### src/rtl/pci_cfg_hdr_pkg.sv
package pci_cfg_hdr_pkg;

  localparam int DW      = 32;
  localparam int AW      = 32;
  localparam int OFS_W   = 8;
  localparam int LANES   = DW / 8;
  localparam int CMD_W   = 16;
  localparam int CMD_LN  = CMD_W / 8;

  localparam logic [3:0] CODE_CFG_RD = 4'b1010;
  localparam logic [3:0] CODE_CFG_WR = 4'b1011;

  localparam logic [OFS_W-1:0] OFS_IDENT = 8'h00;
  localparam logic [OFS_W-1:0] OFS_CTRL  = 8'h04;
  localparam logic [OFS_W-1:0] OFS_CLASS = 8'h08;
  localparam logic [OFS_W-1:0] OFS_BASE0 = 8'h10;
  localparam logic [OFS_W-1:0] OFS_IRQ   = 8'h3C;

  typedef enum logic [1:0] {
    XF_IDLE  = 2'd0,
    XF_READ  = 2'd1,
    XF_WRITE = 2'd2
  } xfer_e;

  typedef struct packed {
    logic ctrl;
    logic base0;
    logic irq;
  } wr_hit_t;

endpackage

### src/rtl/cfg_phase_capture.sv
module cfg_phase_capture
  import pci_cfg_hdr_pkg::*;
#(
  parameter int ADDR_W = AW,
  parameter int SEL_W  = OFS_W
) (
  input  logic              clk,
  input  logic              rst_n,
  input  logic              addr_phase_i,
  input  logic [ADDR_W-1:0] addr_i,
  input  logic [3:0]        code_i,
  output xfer_e             xfer_o,
  output logic [SEL_W-1:0]  ofs_o
);

  xfer_e             xfer_q, xfer_d;
  logic [SEL_W-1:0]  ofs_q, ofs_d;
  logic              unused_addr_hi;

  assign unused_addr_hi = ^addr_i[ADDR_W-1:SEL_W];

  always_comb begin
    xfer_d = xfer_q;
    ofs_d  = ofs_q;
    if (addr_phase_i) begin
      ofs_d = addr_i[SEL_W-1:0];
      unique case (code_i)
        CODE_CFG_RD: xfer_d = XF_READ;
        CODE_CFG_WR: xfer_d = XF_WRITE;
        default:     xfer_d = XF_IDLE;
      endcase
    end
  end

  always_ff @(posedge clk or negedge rst_n) begin
    if (!rst_n) begin
      xfer_q <= XF_IDLE;
      ofs_q  <= '0;
    end else if (addr_phase_i) begin
      xfer_q <= xfer_d;
      ofs_q  <= ofs_d;
    end
  end

  assign xfer_o = xfer_q;
  assign ofs_o  = ofs_q;


  foreign_code_chk: assert property (@(posedge clk) disable iff (!rst_n)
    (addr_phase_i && (code_i != CODE_CFG_RD) && (code_i != CODE_CFG_WR))
      |=> (xfer_q == XF_IDLE));

endmodule

### src/rtl/cfg_write_decode.sv
module cfg_write_decode
  import pci_cfg_hdr_pkg::*;
#(
  parameter int SEL_W = OFS_W
) (
  input  xfer_e            xfer_i,
  input  logic [SEL_W-1:0] ofs_i,
  input  logic             irdy_n_i,
  input  logic             trdy_n_i,
  output wr_hit_t          hit_o
);

  logic beat;

  assign beat = (xfer_i == XF_WRITE) && !irdy_n_i && !trdy_n_i;

  always_comb begin
    hit_o       = '0;
    hit_o.ctrl  = beat && (ofs_i == OFS_CTRL);
    hit_o.base0 = beat && (ofs_i == OFS_BASE0);
    hit_o.irq   = beat && (ofs_i == OFS_IRQ);
  end

endmodule

### src/rtl/cfg_reg_bank.sv
module cfg_reg_bank
  import pci_cfg_hdr_pkg::*;
#(
  parameter int DATA_W   = DW,
  parameter int CTRL_W   = CMD_W,
  parameter int WIN_LOG2 = 12
) (
  input  logic              clk,
  input  logic              rst_n,
  input  wr_hit_t           hit_i,
  input  logic [DATA_W/8-1:0] be_n_i,
  input  logic [DATA_W-1:0] wdata_i,
  output logic [CTRL_W-1:0] ctrl_o,
  output logic [DATA_W-1:0] base0_o,
  output logic [7:0]        irq_line_o
);

  localparam int NLANE  = DATA_W / 8;
  localparam int CLANE  = CTRL_W / 8;
  localparam logic [DATA_W-1:0] WIN_MASK = {DATA_W{1'b1}} << WIN_LOG2;

  logic [CTRL_W-1:0] ctrl_q, ctrl_d;
  logic [DATA_W-1:0] base_q, base_m, base_d;
  logic [7:0]        irq_q, irq_d;
  logic              ctrl_en, base_en, irq_en;

  assign ctrl_en = hit_i.ctrl;
  assign base_en = hit_i.base0;
  assign irq_en  = hit_i.irq;

  for (genvar ln = 0; ln < CLANE; ln++) begin : g_ctrl_lane
    assign ctrl_d[8*ln +: 8] = be_n_i[ln] ? ctrl_q[8*ln +: 8] : wdata_i[8*ln +: 8];
  end

  for (genvar ln = 0; ln < NLANE; ln++) begin : g_base_lane
    assign base_m[8*ln +: 8] = be_n_i[ln] ? base_q[8*ln +: 8] : wdata_i[8*ln +: 8];
  end

  assign base_d = base_m & WIN_MASK;
  assign irq_d  = be_n_i[0] ? irq_q : wdata_i[7:0];

  always_ff @(posedge clk or negedge rst_n) begin
    if (!rst_n) begin
      ctrl_q <= '0;
    end else if (ctrl_en) begin
      ctrl_q <= ctrl_d;
    end
  end

  always_ff @(posedge clk or negedge rst_n) begin
    if (!rst_n) begin
      base_q <= '0;
    end else if (base_en) begin
      base_q <= base_d;
    end
  end

  always_ff @(posedge clk or negedge rst_n) begin
    if (!rst_n) begin
      irq_q <= '0;
    end else if (irq_en) begin
      irq_q <= irq_d;
    end
  end

  assign ctrl_o     = ctrl_q;
  assign base0_o    = base_q;
  assign irq_line_o = irq_q;


  ctrl_hold_chk: assert property (@(posedge clk) disable iff (!rst_n)
    !hit_i.ctrl |=> $stable(ctrl_q));


  base_lane_hold_chk: assert property (@(posedge clk) disable iff (!rst_n)
    (hit_i.base0 && be_n_i[NLANE-1]) |=> $stable(base_q[DATA_W-1 -: 8]));


  base_align_chk: assert property (@(posedge clk) disable iff (!rst_n)
    base_q[WIN_LOG2-1:0] == '0);

endmodule

### src/rtl/cfg_read_mux.sv
module cfg_read_mux
  import pci_cfg_hdr_pkg::*;
#(
  parameter int          SEL_W     = OFS_W,
  parameter logic [15:0] VEN_ID    = 16'h1A2B,
  parameter logic [15:0] DEV_ID    = 16'h3C4D,
  parameter logic [23:0] CLASS_C   = 24'h118000,
  parameter logic [7:0]  REV_ID    = 8'h01,
  parameter logic [15:0] STAT_VAL  = 16'h0200,
  parameter logic [7:0]  IRQ_PIN   = 8'h01,
  parameter logic [7:0]  GNT_MIN   = 8'h04,
  parameter logic [7:0]  LAT_MAX   = 8'h08
) (
  input  xfer_e            xfer_i,
  input  logic [SEL_W-1:0] ofs_i,
  input  logic [CMD_W-1:0] ctrl_i,
  input  logic [DW-1:0]    base0_i,
  input  logic [7:0]       irq_line_i,
  output logic [DW-1:0]    rd_data_o
);

  logic [DW-1:0] word;

  always_comb begin
    unique case (ofs_i)
      OFS_IDENT: word = {DEV_ID, VEN_ID};
      OFS_CTRL:  word = {STAT_VAL, ctrl_i};
      OFS_CLASS: word = {CLASS_C, REV_ID};
      OFS_BASE0: word = base0_i;
      OFS_IRQ:   word = {LAT_MAX, GNT_MIN, IRQ_PIN, irq_line_i};
      default:   word = '0;
    endcase
  end

  assign rd_data_o = (xfer_i == XF_READ) ? word : '0;

endmodule

### src/rtl/pci_cfg_header.sv
module pci_cfg_header
  import pci_cfg_hdr_pkg::*;
#(
  parameter int          WIN_LOG2 = 12,
  parameter logic [15:0] VEN_ID   = 16'h1A2B,
  parameter logic [15:0] DEV_ID   = 16'h3C4D,
  parameter logic [23:0] CLASS_C  = 24'h118000,
  parameter logic [7:0]  REV_ID   = 8'h01,
  parameter logic [15:0] STAT_VAL = 16'h0200,
  parameter logic [7:0]  IRQ_PIN  = 8'h01,
  parameter logic [7:0]  GNT_MIN  = 8'h04,
  parameter logic [7:0]  LAT_MAX  = 8'h08
) (
  input  logic          clk,
  input  logic          rst_n,
  input  logic          addr_phase_i,
  input  logic [AW-1:0] addr_reg_i,
  input  logic [3:0]    cbe_n_i,
  input  logic          irdy_reg_n_i,
  input  logic          trdy_n_i,
  input  logic [DW-1:0] wdata_i,
  output logic [DW-1:0] rd_data_o,
  output logic [15:0]   cmd_reg_o,
  output logic [DW-1:0] bar0_o,
  output logic [7:0]    int_line_o
);

  xfer_e            xfer;
  logic [OFS_W-1:0] ofs;
  wr_hit_t          hit;

  cfg_phase_capture #(.ADDR_W(AW), .SEL_W(OFS_W)) u_capture (
    .clk          (clk),
    .rst_n        (rst_n),
    .addr_phase_i (addr_phase_i),
    .addr_i       (addr_reg_i),
    .code_i       (cbe_n_i),
    .xfer_o       (xfer),
    .ofs_o        (ofs)
  );

  cfg_write_decode #(.SEL_W(OFS_W)) u_wdec (
    .xfer_i   (xfer),
    .ofs_i    (ofs),
    .irdy_n_i (irdy_reg_n_i),
    .trdy_n_i (trdy_n_i),
    .hit_o    (hit)
  );

  cfg_reg_bank #(.DATA_W(DW), .CTRL_W(CMD_W), .WIN_LOG2(WIN_LOG2)) u_regs (
    .clk        (clk),
    .rst_n      (rst_n),
    .hit_i      (hit),
    .be_n_i     (cbe_n_i),
    .wdata_i    (wdata_i),
    .ctrl_o     (cmd_reg_o),
    .base0_o    (bar0_o),
    .irq_line_o (int_line_o)
  );

  cfg_read_mux #(
    .SEL_W(OFS_W), .VEN_ID(VEN_ID), .DEV_ID(DEV_ID), .CLASS_C(CLASS_C),
    .REV_ID(REV_ID), .STAT_VAL(STAT_VAL), .IRQ_PIN(IRQ_PIN),
    .GNT_MIN(GNT_MIN), .LAT_MAX(LAT_MAX)
  ) u_rmux (
    .xfer_i     (xfer),
    .ofs_i      (ofs),
    .ctrl_i     (cmd_reg_o),
    .base0_i    (bar0_o),
    .irq_line_i (int_line_o),
    .rd_data_o  (rd_data_o)
  );


  no_handshake_hold_chk: assert property (@(posedge clk) disable iff (!rst_n)
    (irdy_reg_n_i || trdy_n_i)
      |=> ($stable(cmd_reg_o) && $stable(bar0_o) && $stable(int_line_o)));


  discard_wr_chk: assert property (@(posedge clk) disable iff (!rst_n)
    ((xfer == XF_WRITE) && (ofs != OFS_CTRL) && (ofs != OFS_BASE0) && (ofs != OFS_IRQ))
      |=> ($stable(cmd_reg_o) && $stable(bar0_o) && $stable(int_line_o)));


  idle_read_zero_chk: assert property (@(posedge clk) disable iff (!rst_n)
    (xfer != XF_READ) |-> (rd_data_o == '0));

endmodule

### config.mk
export PLATFORM = sky130hd
export DESIGN_NAME = pci_cfg_header
export DESIGN_NICKNAME = d
export VERILOG_FILES = /design/src/rtl/pci_cfg_hdr_pkg.sv /design/src/rtl/cfg_phase_capture.sv /design/src/rtl/cfg_write_decode.sv /design/src/rtl/cfg_reg_bank.sv /design/src/rtl/cfg_read_mux.sv /design/src/rtl/pci_cfg_header.sv
export SDC_FILE = /design/constraint.sdc
export NUM_CORES = 1
export LEC_CHECK = 0
export ABC_CLOCK_PERIOD_IN_PS = 2900
export CAP_MARGIN = 40
export CORE_MARGIN = 2
export CORE_UTILIZATION = 40
export DETAILED_ROUTE_END_ITERATION = 12
export DONT_BUFFER_PORTS = 1
export PLACE_DENSITY = 0.55
export SETUP_SLACK_MARGIN = 0.4
export SKIP_LAST_GASP = 1
export SYNTH_ARGS = -nofsm -noshare
export SYNTH_HDL_FRONTEND = slang
export SYNTH_SLANG_ARGS = --single-unit
### constraint.sdc
create_clock -name clk -period 2.9 [get_ports clk]
set_input_delay 0.145 -clock clk [delete_from_list [all_inputs] [get_ports clk]]
set_output_delay 0.145 -clock clk [all_outputs]
set_load 0.1 [all_outputs]
==> metrics.md, run 1 <==
| Metric | Value |
|---|---|
| GRT Total Usage | 23.9% |
| Yosys warns | 0 |
| Largest net degree at the start of global routing | 55 |
| Peak supply drop | 0.265 mV |
| Synth area leader | dfrtp_1 |
| Max stage delay on crit path | 0.48 ns |
| WL/cell | 19.4 um |
| Critical path data required time | 2.76 ns |
| Gr busiest metal | met2 |
| Skew final | 0.00686 ns |
| Routed WL | 8760 um |
| Data arrival time of the critical path | 2.35 ns |
| M2 GR Usage | 44.2% |
| Vias in the first global route | 2,607 |
| Setup TNS | 0 ns |
| Post-synth EDFFs | 0 |
| #FFs+latches synth | 54 |
| CP top delay family | simple AND/OR/NAND/NOR gates |
| Max Slew Vio Count | 0 |
| Max-Cap Viols | 0 |
| GR Layer Usage met1 | 27.5% |
| Iteration-0 DRC Markers | 64 |
| Synth cell types | 34 |
| Mapped Area | 2780 um^2 |
| Status | complete, no violations |
| Via/cell ratio | 5.29 |
| Die Span X | 87.4 um |
| Hold Path Stages | 2 |
| Port Buf Inserts | 0 |
| Synthesized instance count | 234 |
| Tmin final | 2.50 ns |
| Worst path bufs/invs | 2 |
| P_leak | 2.33 nW |
| GRT overflow | 0 |
| Diodes inserted | 0 |
| Critical Path Start Type | register |
| CP Cell Sequence | or3_4, a311o_2, buf_6, nor4_4, buf_12 |
| Post-Layout Cell Count | 451 |
| Via count | 2,387 |
| CTS tree | built |
| Worst-Margin Slew | 0.695 ns |
| Final setup viols | 0 |
| Final Hold Fails | 0 |
| Synth top area cells | dfrtp_1 (49%), mux2_2 (21%), nor4_4 (4.6%), buf_4 (3.2%), nand3_1 (2.7%) |
| Prevailing post-synth register cell | dfrtp_1 |
| Placed cells | 387 |
| Fin nets | 443 |
| Initial antenna violation count | 0 |
| Fraction of layout cells with a size suffix above 1 | 56.6% |
| First-pass GRT wire length | 13,700 um |
| Routed Antenna Nets | 0 |
| Final worst-path cycle share | 86.2% |
| Core area | 6760 um^2 |
| Worst-path clk slew | 0.10 ns |
| CP Capture Type | output pin |
| Cells on worst reg2reg path | 3 |
| CTS HTree Levels | 2 |
| Pwr per Cell Area | 283 nW/um^2 |
| Total power | 1.59 mW |
| Crit Path Category | reg2out |
| CTS sink cnt | 54 |
| GP Congestion | 0.714 |
| Io pins | 161 |
| Root Driver | clkbuf_8 |
| RSZ-0062 raised after global routing | true |
| Starting Density | 41.1% |
| FFs w/ async S/R, synth | 100% |
| Slowest-stage cell, CP | a311o_2 |
| Die ar. | 7630 um^2 |
| Hold Path Class | in2reg |
| Drc violations | 0 |
| Hold WS | 0.0806 ns |
| Worst skew pair latency | 0.31 ns |
| Levels on crit path | 5 |
| First-pass detailed-route iteration total | 4 |
| Fillcell total | 366 |
| Detailed Place HPWL | 6110 um |
| DIE HEIGHT | 87.4 um |
| Clock Path Buffers | 2 |
| Synth-to-Final Area Change | 102% |
| Met3 global-route usage | 5.31% |
| Max frequency | 400 MHz |
| Average size of a mapped cell | 11.9 um^2 |
| Row count | 30 |
| CTS Buf Count | 5 |
| Post-synthesis sequential area ratio | 48.6% |
| Top-area cell type share of the netlist area | 48.6% |
| Max_slew headroom | 53.3% |
| Crit Path Max Fanout | 5 |
==> synthesized netlist by cell type (2+ instances only) <==
cell type and n:
nor3_1 4, nand2b_1 7, or3_1 2, nor4b_1 2
dfrtp_1 54, nor4_4 6, a22oi_1 7, buf_4 12
or4b_2 2, nand2_1 4, nor4_1 3, nor2b_1 4
a211o_1 2, and2_1 5, buf_2 3, a31oi_1 2
clkbuf_1 10, nor2_1 11, nand3_1 15, a21oi_1 14
mux2_2 52
==> routing by layer <==
layer | up-vias | wire, um
li1 | 1107 | -
met1 | 1173 | 3330
met2 | 97 | 4850
met3 | 10 | 485
met4 | 0 | 95
met5 | - | 0
==> final cells by class <==
class | count | area (um^2) | area share, %
clock buffer | 5 | 68.8 | 1.23
clock inverter | 3 | 45.0 | 0.804
inverter | 1 | 3.75 | 0.0670
multi-input combinational | 163 | 1650 | 29.4
sequential | 54 | 1360 | 24.2
tap | 80 | 100 | 1.79
timing repair buffer | 145 | 2380 | 42.5
==> final timing paths <==
path / startpoint / slack [ns] / to
max: u_capture.ofs_o[3] / 0.40 / rd_data_o[23]
min: cbe_n_i[0] / 0.08 / u_capture.xfer_o[0]
max reg2reg: u_capture.xfer_o[0] / 0.50 / u_regs.irq_line_o[3]
min reg2reg: u_capture.xfer_o[0] / 0.56 / u_capture.xfer_o[0]
max in group asynchronous: rst_n / 2.30 / u_capture.ofs_o[3]
min in group asynchronous: rst_n / 0.37 / u_regs.base0_o[16]
==> stage by stage <==
| step | setup WS [ns] | instance area, um^2 | utilization [%] |
|---|---|---|---|
| floorplan | 0.164 | 3130 | - |
| global placement | 0.366 | 3880 | 57.4 |
| detailed placement | 0.334 | 4840 | 71.6 |
| CTS | 0.386 | 5500 | 81.4 |
| global route | 0.347 | 5600 | 82.9 |
| finish | 0.401 | 5600 | 82.9 |
==> sequential cells by signal, summed over array words and instances, names as in the netlist <==
| register | flops |
|---|---|
| u_regs.base0_o | 20 |
| u_regs.ctrl_o | 16 |
| u_capture.xfer_o | 2 |
| u_capture.ofs_o | 8 |
| u_regs.irq_line_o | 8 |
==> repair_timing <==
action,4_1_cts,5_1_grt
setup buffers,4,6
cloned,0,2
pin swaps,3,2
hold buffers,44,0
gates resized for setup,10,5
setup endpoints to repair,40,17
hold endpoints to repair,108,0
==> cells in the final DEF, fill, tap and decap left out, drive strengths merged, types with 2 or more instances in the layout <==
master       Yosys  final
and2             5      5
nor4             9      9
clkbuf          10      6
or4b             3      3
dfrtp           54     54
nor4b            2      2
a211o            2      2
nor2b            4      4
nor2            11     11
mux2            53     53
nand2            4      4
a31oi            2      2
a22oi            7      7
nand2b           7      7
or3              2      2
nor3             4      4
conb             1     12
nand3           15     15
a21oi           14     14
dlygate4sd3      0     43
buf             17    101
clkinvlp         0      2
==> cells by family after synthesis <==
| group | Yosys count | synth area share, % |
|---|---|---|
| flip-flops | 54 | 48.6 |
| AND/OR/NAND/NOR | 70 | 17.6 |
| other | 1 | 0.135 |
| AO/OA/AOI/OAI | 28 | 6.44 |
| multiplexers | 53 | 21.5 |
| buffers and inverters | 28 | 5.81 |
==> report_power, final <==
part | internal, mW | switching [mW]
sequential | 0.767 | 0.0179
combinational | 0.109 | 0.182
clock | 0.257 | 0.253
No activity file was read; power rests on OpenSTA's default activity.
==> inputs of run 2 (changes only) <==
- CORE_ASPECT_RATIO: default -> 1.2
==> run 2 against run 1 <==
  * First-iteration DRC count rose by 22%
  * Worst setup slack gained 0.025 ns
  * Routed wire length is 1.4% higher
  * Utilization down 1.9 points
  * Clock power shrank 16%
  * Die area about the same
  * Total power is 5.7% lower
  * Fmax grew 1.0%
  * Flip-flop and latch count stayed put
  * Via count fell by 1.2%
  * Register-to-register slack about the same
  * Clock skew up 0.0025 ns
==> metrics.md, run 2 (synthesized netlist as in run 1, its figures left out) <==
| Metric | Value |
|---|---|
| Status | complete, no violations (unchanged) |
| CTS HTree Levels | 2 (unchanged) |
| Max stage delay on crit path | 0.57 ns (was 0.48 ns) |
| Logic pwr share | 19.1% (was 18.4%) |
| Setup TNS | 0 ns (unchanged) |
| CP Capture Type | output pin (unchanged) |
| Worst-path clk slew | 0.09 ns (was 0.10 ns) |
| Crit Path Category | reg2out (unchanged) |
| Slowest-stage cell, CP | or4_4 (was a311o_2) |
| Reg2reg start | u_capture.xfer_o[0] (unchanged) |
| Drc violations | 0 (unchanged) |
| Hold worst-path end | u_regs.base0_o[21] (was u_capture.xfer_o[0]) |
| Port Buf Inserts | 0 (unchanged) |
| Row count | 33 (was 30) |
| Iteration-0 DRC Markers | 78 (was 64) |
| Via/cell ratio | 5.22 (was 5.29) |
| Clock Path Buffers | 2 (unchanged) |
| Final Hold Fails | 0 (unchanged) |
| Hold Path Class | in2reg (unchanged) |
| Synth-to-Final Area Change | 97.3% (was 102%) |
| Initial antenna violation count | 0 (unchanged) |
| Core area | 6770 um^2 (was 6760 um^2) |
| Worst-Margin Slew | 0.665 ns (was 0.695 ns) |
| First-pass GRT wire length | 13,700 um (about the same) |
| CTS Buf Count | 5 (unchanged) |
| Switching Share | 29.1% (was 28.6%) |
| Largest net degree at the start of global routing | 55 (unchanged) |
| Worst skew pair latency | 0.30 ns (was 0.31 ns) |
| Number of flip-flops in the largest register | 20 (unchanged) |
| Hold Path Stages | 1 (was 2) |
| Die Span X | 80.1 um (was 87.4 um) |
| CP top delay family | simple AND/OR/NAND/NOR gates (unchanged) |
| P_leak | 2.28 nW (was 2.33 nW) |
| RSZ-0062 raised after global routing | true (unchanged) |
| GP Congestion | 0.727 (was 0.714) |
| Max Slew Vio Count | 0 (unchanged) |
| GRT Total Usage | 23.8% (was 23.9%) |
| Switching pwr | 0.435 mW (was 0.453 mW) |
| Vias in the first global route | 2,585 (was 2,607) |
| Crit Path Max Fanout | 8 (was 5) |
| Int Power | 1.06 mW (was 1.13 mW) |
| Fin nets | 437 (was 443) |
| Io pins | 161 (unchanged) |
| DIE HEIGHT | 95.3 um (was 87.4 um) |
| GRT overflow | 0 (unchanged) |
| Final worst-path cycle share | 85.3% (was 86.2%) |
| Max-Cap Viols | 0 (unchanged) |
| Max frequency | 404 MHz (was 400 MHz) |
| Critical Path Start Type | register (unchanged) |
| Fraction of layout cells with a size suffix above 1 | 55.3% (was 56.6%) |
| Via count | 2,359 (was 2,387) |
| Min-Delay Startpoint | wdata_i[21] (was cbe_n_i[0]) |
| Detailed Place HPWL | 6290 um (was 6110 um) |
| CTS sink cnt | 54 (unchanged) |
| Critical path data required time | 2.76 ns (about the same) |
| Root Driver | clkbuf_8 (unchanged) |
| Cells on worst reg2reg path | 3 (unchanged) |
| Worst path bufs/invs | 2 (unchanged) |
| Commonest non-fill, non-tap cells in the layout | mux2_2 (52), dfrtp_1 (52), dlygate4sd3_1 (42), buf_16 (36), buf_12 (32) (was mux2_2 (52), dfrtp_1 (51), dlygate4sd3_1 (43), buf_16 (36), buf_12 (35)) |
| FF-to-FF End | u_regs.base0_o[30] (was u_regs.irq_line_o[3]) |
| CTS tree | built (unchanged) |
| Data arrival time of the critical path | 2.33 ns (was 2.35 ns) |
| Final setup viols | 0 (unchanged) |
| Flop pwr share | 52.3% (was 49.5%) |
| WL/cell | 19.7 um (was 19.4 um) |
| Routed WL | 8880 um (was 8760 um) |
| Skew final | 0.00937 ns (was 0.00686 ns) |
| Pwr per Cell Area | 273 nW/um^2 (was 283 nW/um^2) |
| Die ar. | 7640 um^2 (was 7630 um^2) |
| Starting Density | 41.1% (about the same) |
| Routed Antenna Nets | 0 (unchanged) |
| Diodes inserted | 0 (unchanged) |
| CP Cell Sequence | or4_4, a311o_2, buf_4, nor3_4, buf_12 (was or3_4, a311o_2, buf_6, nor4_4, buf_12) |
| Tmin final | 2.47 ns (was 2.50 ns) |
| Max_slew headroom | 55.3% (was 53.3%) |
| Peak supply drop | 0.192 mV (was 0.265 mV) |
| Flop2flop setup slack | 0.50 ns (about the same) |
| First-pass detailed-route iteration total | 4 (unchanged) |
| Total power | 1.50 mW (was 1.59 mW) |
| Clk network pwr share | 28.6% (was 32.1%) |
## run 2: changes by cell type in the layout (fill, tap and decap cells not counted), sizes merged
cell / delta
clkinv: +1
buf: -4
bufinv: -1
clkbuf: +1
dlygate4sd3: -1
clkinvlp: -2
## run 2: what timing repair did
action,4_1_cts,5_1_grt
resized for setup,11,0
setup endpoints to repair,32,13
hold buffers,41,2
cloned,0,0
buffers inserted,5,0
endpoints found under the hold margin,105,2
pin swaps,2,1
## run 2: worst max-delay path by stage
stage	cells after the start	slack, ns	to	start
final	5	0.43	rd_data_o[11]	u_capture.ofs_o[6]
after CTS	5	0.40	rd_data_o[11]	u_capture.ofs_o[6]
after floorplan	4	0.16	rd_data_o[28]	u_capture.ofs_o[6]
after global placement	5	0.47	rd_data_o[3]	u_capture.ofs_o[3]
after global routing	5	0.34	rd_data_o[11]	u_capture.ofs_o[6]
after detailed placement	5	0.44	rd_data_o[16]	u_capture.ofs_o[3]
## run 2: power by group through the flow
stage                     sequential, mW  combinational, mW  clock (mW)
after CTS                          0.783              0.282       0.452
after floorplan                    0.806              0.168           0
after global placement             0.809              0.182           0
after detailed placement           0.798              0.206           0
final                              0.783              0.285       0.428
after global routing               0.786              0.302       0.476
## run 2: cell type report
type                    count  area, um^2
well taps                  87         109
fillers                   370        1290
inverters                   1        3.75
multi-input cells         163        1650
flip-flops and latches     54        1350
clock inverters             1        5.00
repair buffers            139        2280
clock buffers               7        86.3
## run 2: routing by layer
layer | track usage (%) | wire (um) | share of wire [%]
met1 | 28.1 | 3220 | 36
met2 | 43.1 | 4900 | 55
met3 | 6.34 | 664 | 7.5
met4 | 5.08 | 94 | 1.1
met5 | 0 | 0 | 0
## run 2: stage by stage
step                worst slack, ns  instances  hold WS [ns]  util [%]  instance area (um^2)
finish                        0.426        452        0.0177      81.0                  5480
global route                  0.335        452       0.00352      81.0                  5480
floorplan                     0.164        245        -0.151         -                  3130
global placement              0.466        362        -0.149      57.8                  3920
CTS                           0.402        450      0.000651      80.7                  5460
detailed placement            0.440        396        -0.149      71.7                  4850
==> inputs of run 3 (changes only) <==
- CORE_MARGIN: 2 -> 5
==> run 3 against run 2 <==
  * Cell count is 1.3% higher
  * Combinational power increased by 4%
  * Fmax decreased by 1.7%
  * Utilization increased by 0.43 points
  * Critical path type unchanged
  * Critical endpoint unchanged
==> metrics.md, run 3 (synthesized netlist as in run 1, its figures left out) <==
| Metric | Value |
|---|---|
| Flop pwr share | 53.0% (was 52.3%) |
| Via/cell ratio | 5.22 (about the same) |
| Crit Path Category | reg2out (unchanged) |
| FF-to-FF End | u_regs.base0_o[29] (was u_regs.base0_o[30]) |
| P_leak | 2.30 nW (was 2.28 nW) |
| Io pins | 161 (unchanged) |
| Via count | 2,392 (was 2,359) |
| Vias in the first global route | 2,771 (was 2,585) |
| First-pass GRT wire length | 15,000 um (was 13,700 um) |
| Core area | 6810 um^2 (was 6770 um^2) |
| Number of flip-flops in the largest register | 20 (unchanged) |
| Critical Path Start Type | register (unchanged) |
| Data arrival time of the critical path | 2.37 ns (was 2.33 ns) |
| Hold Path Stages | 1 (unchanged) |
| First-pass detailed-route iteration total | 4 (unchanged) |
| Synth-to-Final Area Change | 99.5% (was 97.3%) |
| Final Hold Fails | 0 (unchanged) |
| Initial antenna violation count | 0 (unchanged) |
| Die Span X | 86.1 um (was 80.1 um) |
| Max-Cap Viols | 0 (unchanged) |
| WL/cell | 20.7 um (was 19.7 um) |
| RSZ-0062 raised after global routing | true (unchanged) |
| Int Power | 1.05 mW (was 1.06 mW) |
| Routed WL | 9470 um (was 8880 um) |
| Tmin final | 2.52 ns (was 2.47 ns) |
| Cells on worst reg2reg path | 5 (was 3) |
| Root Driver | clkbuf_8 (unchanged) |
| Largest net degree at the start of global routing | 55 (unchanged) |
| Drc violations | 0 (unchanged) |
| Die ar. | 8720 um^2 (was 7640 um^2) |
| Status | complete, no violations (unchanged) |
| CTS sink cnt | 54 (unchanged) |
| Iteration-0 DRC Markers | 74 (was 78) |
| Flop2flop setup slack | 0.51 ns (was 0.50 ns) |
| GRT overflow | 0 (unchanged) |
| GP Congestion | 0.713 (was 0.727) |
| Max Slew Vio Count | 0 (unchanged) |
| Peak supply drop | 0.306 mV (was 0.192 mV) |
| Skew final | 0.00439 ns (was 0.00937 ns) |
| Pwr per Cell Area | 267 nW/um^2 (was 273 nW/um^2) |
| CTS Buf Count | 5 (unchanged) |
| CTS tree | built (unchanged) |
| Routed Antenna Nets | 0 (unchanged) |
| Switching Share | 29.4% (was 29.1%) |
| Diodes inserted | 0 (unchanged) |
| Max frequency | 398 MHz (was 404 MHz) |
| DIE HEIGHT | 101 um (was 95.3 um) |
| GRT Total Usage | 22.4% (was 23.8%) |
| Worst-Margin Slew | 0.620 ns (was 0.665 ns) |
| Worst skew pair latency | 0.30 ns (about the same) |
| Clock Path Buffers | 2 (unchanged) |
| Commonest non-fill, non-tap cell in the layout | mux2_2 |
| Max_slew headroom | 58.3% (was 55.3%) |
| Hold WS | 0.0206 ns (was 0.0177 ns) |
| Post-layout util | 81.4% (was 81.0%) |
| Fraction of layout cells with a size suffix above 1 | 55.5% (was 55.3%) |
| Clk network pwr share | 27.0% (was 28.6%) |
| Row count | 33 (unchanged) |
| Min-Delay Startpoint | wdata_i[21] (unchanged) |
| Hold worst-path end | u_regs.base0_o[21] (unchanged) |
| Reg2reg start | u_capture.ofs_o[0] (was u_capture.xfer_o[0]) |
| Switching pwr | 0.435 mW (about the same) |
| Fillcell total | 366 (was 370) |
| Final setup viols | 0 (unchanged) |
| Port Buf Inserts | 0 (unchanged) |
| Logic pwr share | 20.0% (was 19.1%) |
| Worst-path clk slew | 0.09 ns (about the same) |
| Commonest non-fill, non-tap cells in the layout | mux2_2 (52), dfrtp_1 (50), dlygate4sd3_1 (44), buf_16 (37), buf_12 (33) (was mux2_2 (52), dfrtp_1 (52), dlygate4sd3_1 (42), buf_16 (36), buf_12 (32)) |
| Detailed Place HPWL | 6540 um (was 6290 um) |
| Setup TNS | 0 ns (unchanged) |
| Final worst-path cycle share | 86.7% (was 85.3%) |
| CP Capture Type | output pin (unchanged) |
| Hold Path Class | in2reg (unchanged) |
| Starting Density | 40.8% (was 41.1%) |
| CTS HTree Levels | 2 (unchanged) |
| Fin nets | 444 (was 437) |
| Critical path data required time | 2.76 ns (about the same) |
| Crit Path Max Fanout | 6 (was 8) |
run 3: worst max path at each step:
stage | from | endpoint | cells after the start
4_1_cts | u_capture.ofs_o[1] | rd_data_o[9] | 5
6_report | u_capture.ofs_o[0] | rd_data_o[11] | 5
3_5_place_dp | u_capture.ofs_o[6] | rd_data_o[0] | 5
2_1_floorplan | u_capture.ofs_o[6] | rd_data_o[28] | 4
5_1_grt | u_capture.ofs_o[0] | rd_data_o[9] | 5
3_3_place_gp | u_capture.ofs_o[6] | rd_data_o[3] | 5
run 3: power by group through the flow:
stage          logic (mW)  clock network [mW]  registers (mW)
2_1_floorplan       0.168                   0           0.806
3_3_place_gp        0.170                   0           0.815
3_5_place_dp        0.196                   0           0.804
4_1_cts             0.282               0.414           0.786
5_1_grt             0.316               0.452           0.787
6_report            0.296               0.399           0.785
run 3: repair_timing:
action / in CTS / in global routing
pin swaps: 2 / 6
setup endpoints to repair: 32 / 28
gates resized for setup: 7 / 2
hold buffers: 42 / 3
hold endpoints to repair: 104 / 4
gates cloned: 0 / 0
setup buffers: 6 / 6
run 3: area by class of cell:
class	count	area (um^2)	area share [%]
Timing Repair Buffer	146	2360	42.5
Multi-Input combinational cell	163	1640	29.6
Sequential cell	54	1360	24.5
Tap cell	87	109	1.96
Clock buffer	7	76.3	1.38
Inverter	1	3.75	0.0677
run 3: metrics by stage:
| stage | instances | power [mW] | cell area [um^2] | setup WS, ns |
|---|---|---|---|---|
| floorplan | 245 | 0.974 | 3130 | 0.164 |
| global placement | 359 | 0.985 | 3890 | 0.360 |
| detailed placement | 394 | 1.00 | 4860 | 0.337 |
| CTS | 449 | 1.48 | 5450 | 0.392 |
| global route | 458 | 1.55 | 5550 | 0.311 |
| finish | 458 | 1.48 | 5550 | 0.385 |
run 3: worst max-delay path, cell delays in order, from the launching register on:
cell	delay (ns)
dfrtp_1	0.39
or4_4	0.56
a311o_2	0.50
buf_12	0.19
nor3_4	0.23
buf_12	0.21
run 3: per-layer routing:
layer / GRT usage [%] / up-vias / part of all wire, %
li1: - / 1106 / -
met1: 24.6 / 1179 / 36
met2: 41.3 / 97 / 55
met3: 7.57 / 10 / 8.3
met4: 5.48 / 0 / 1.3
met5: 0 / - / 0
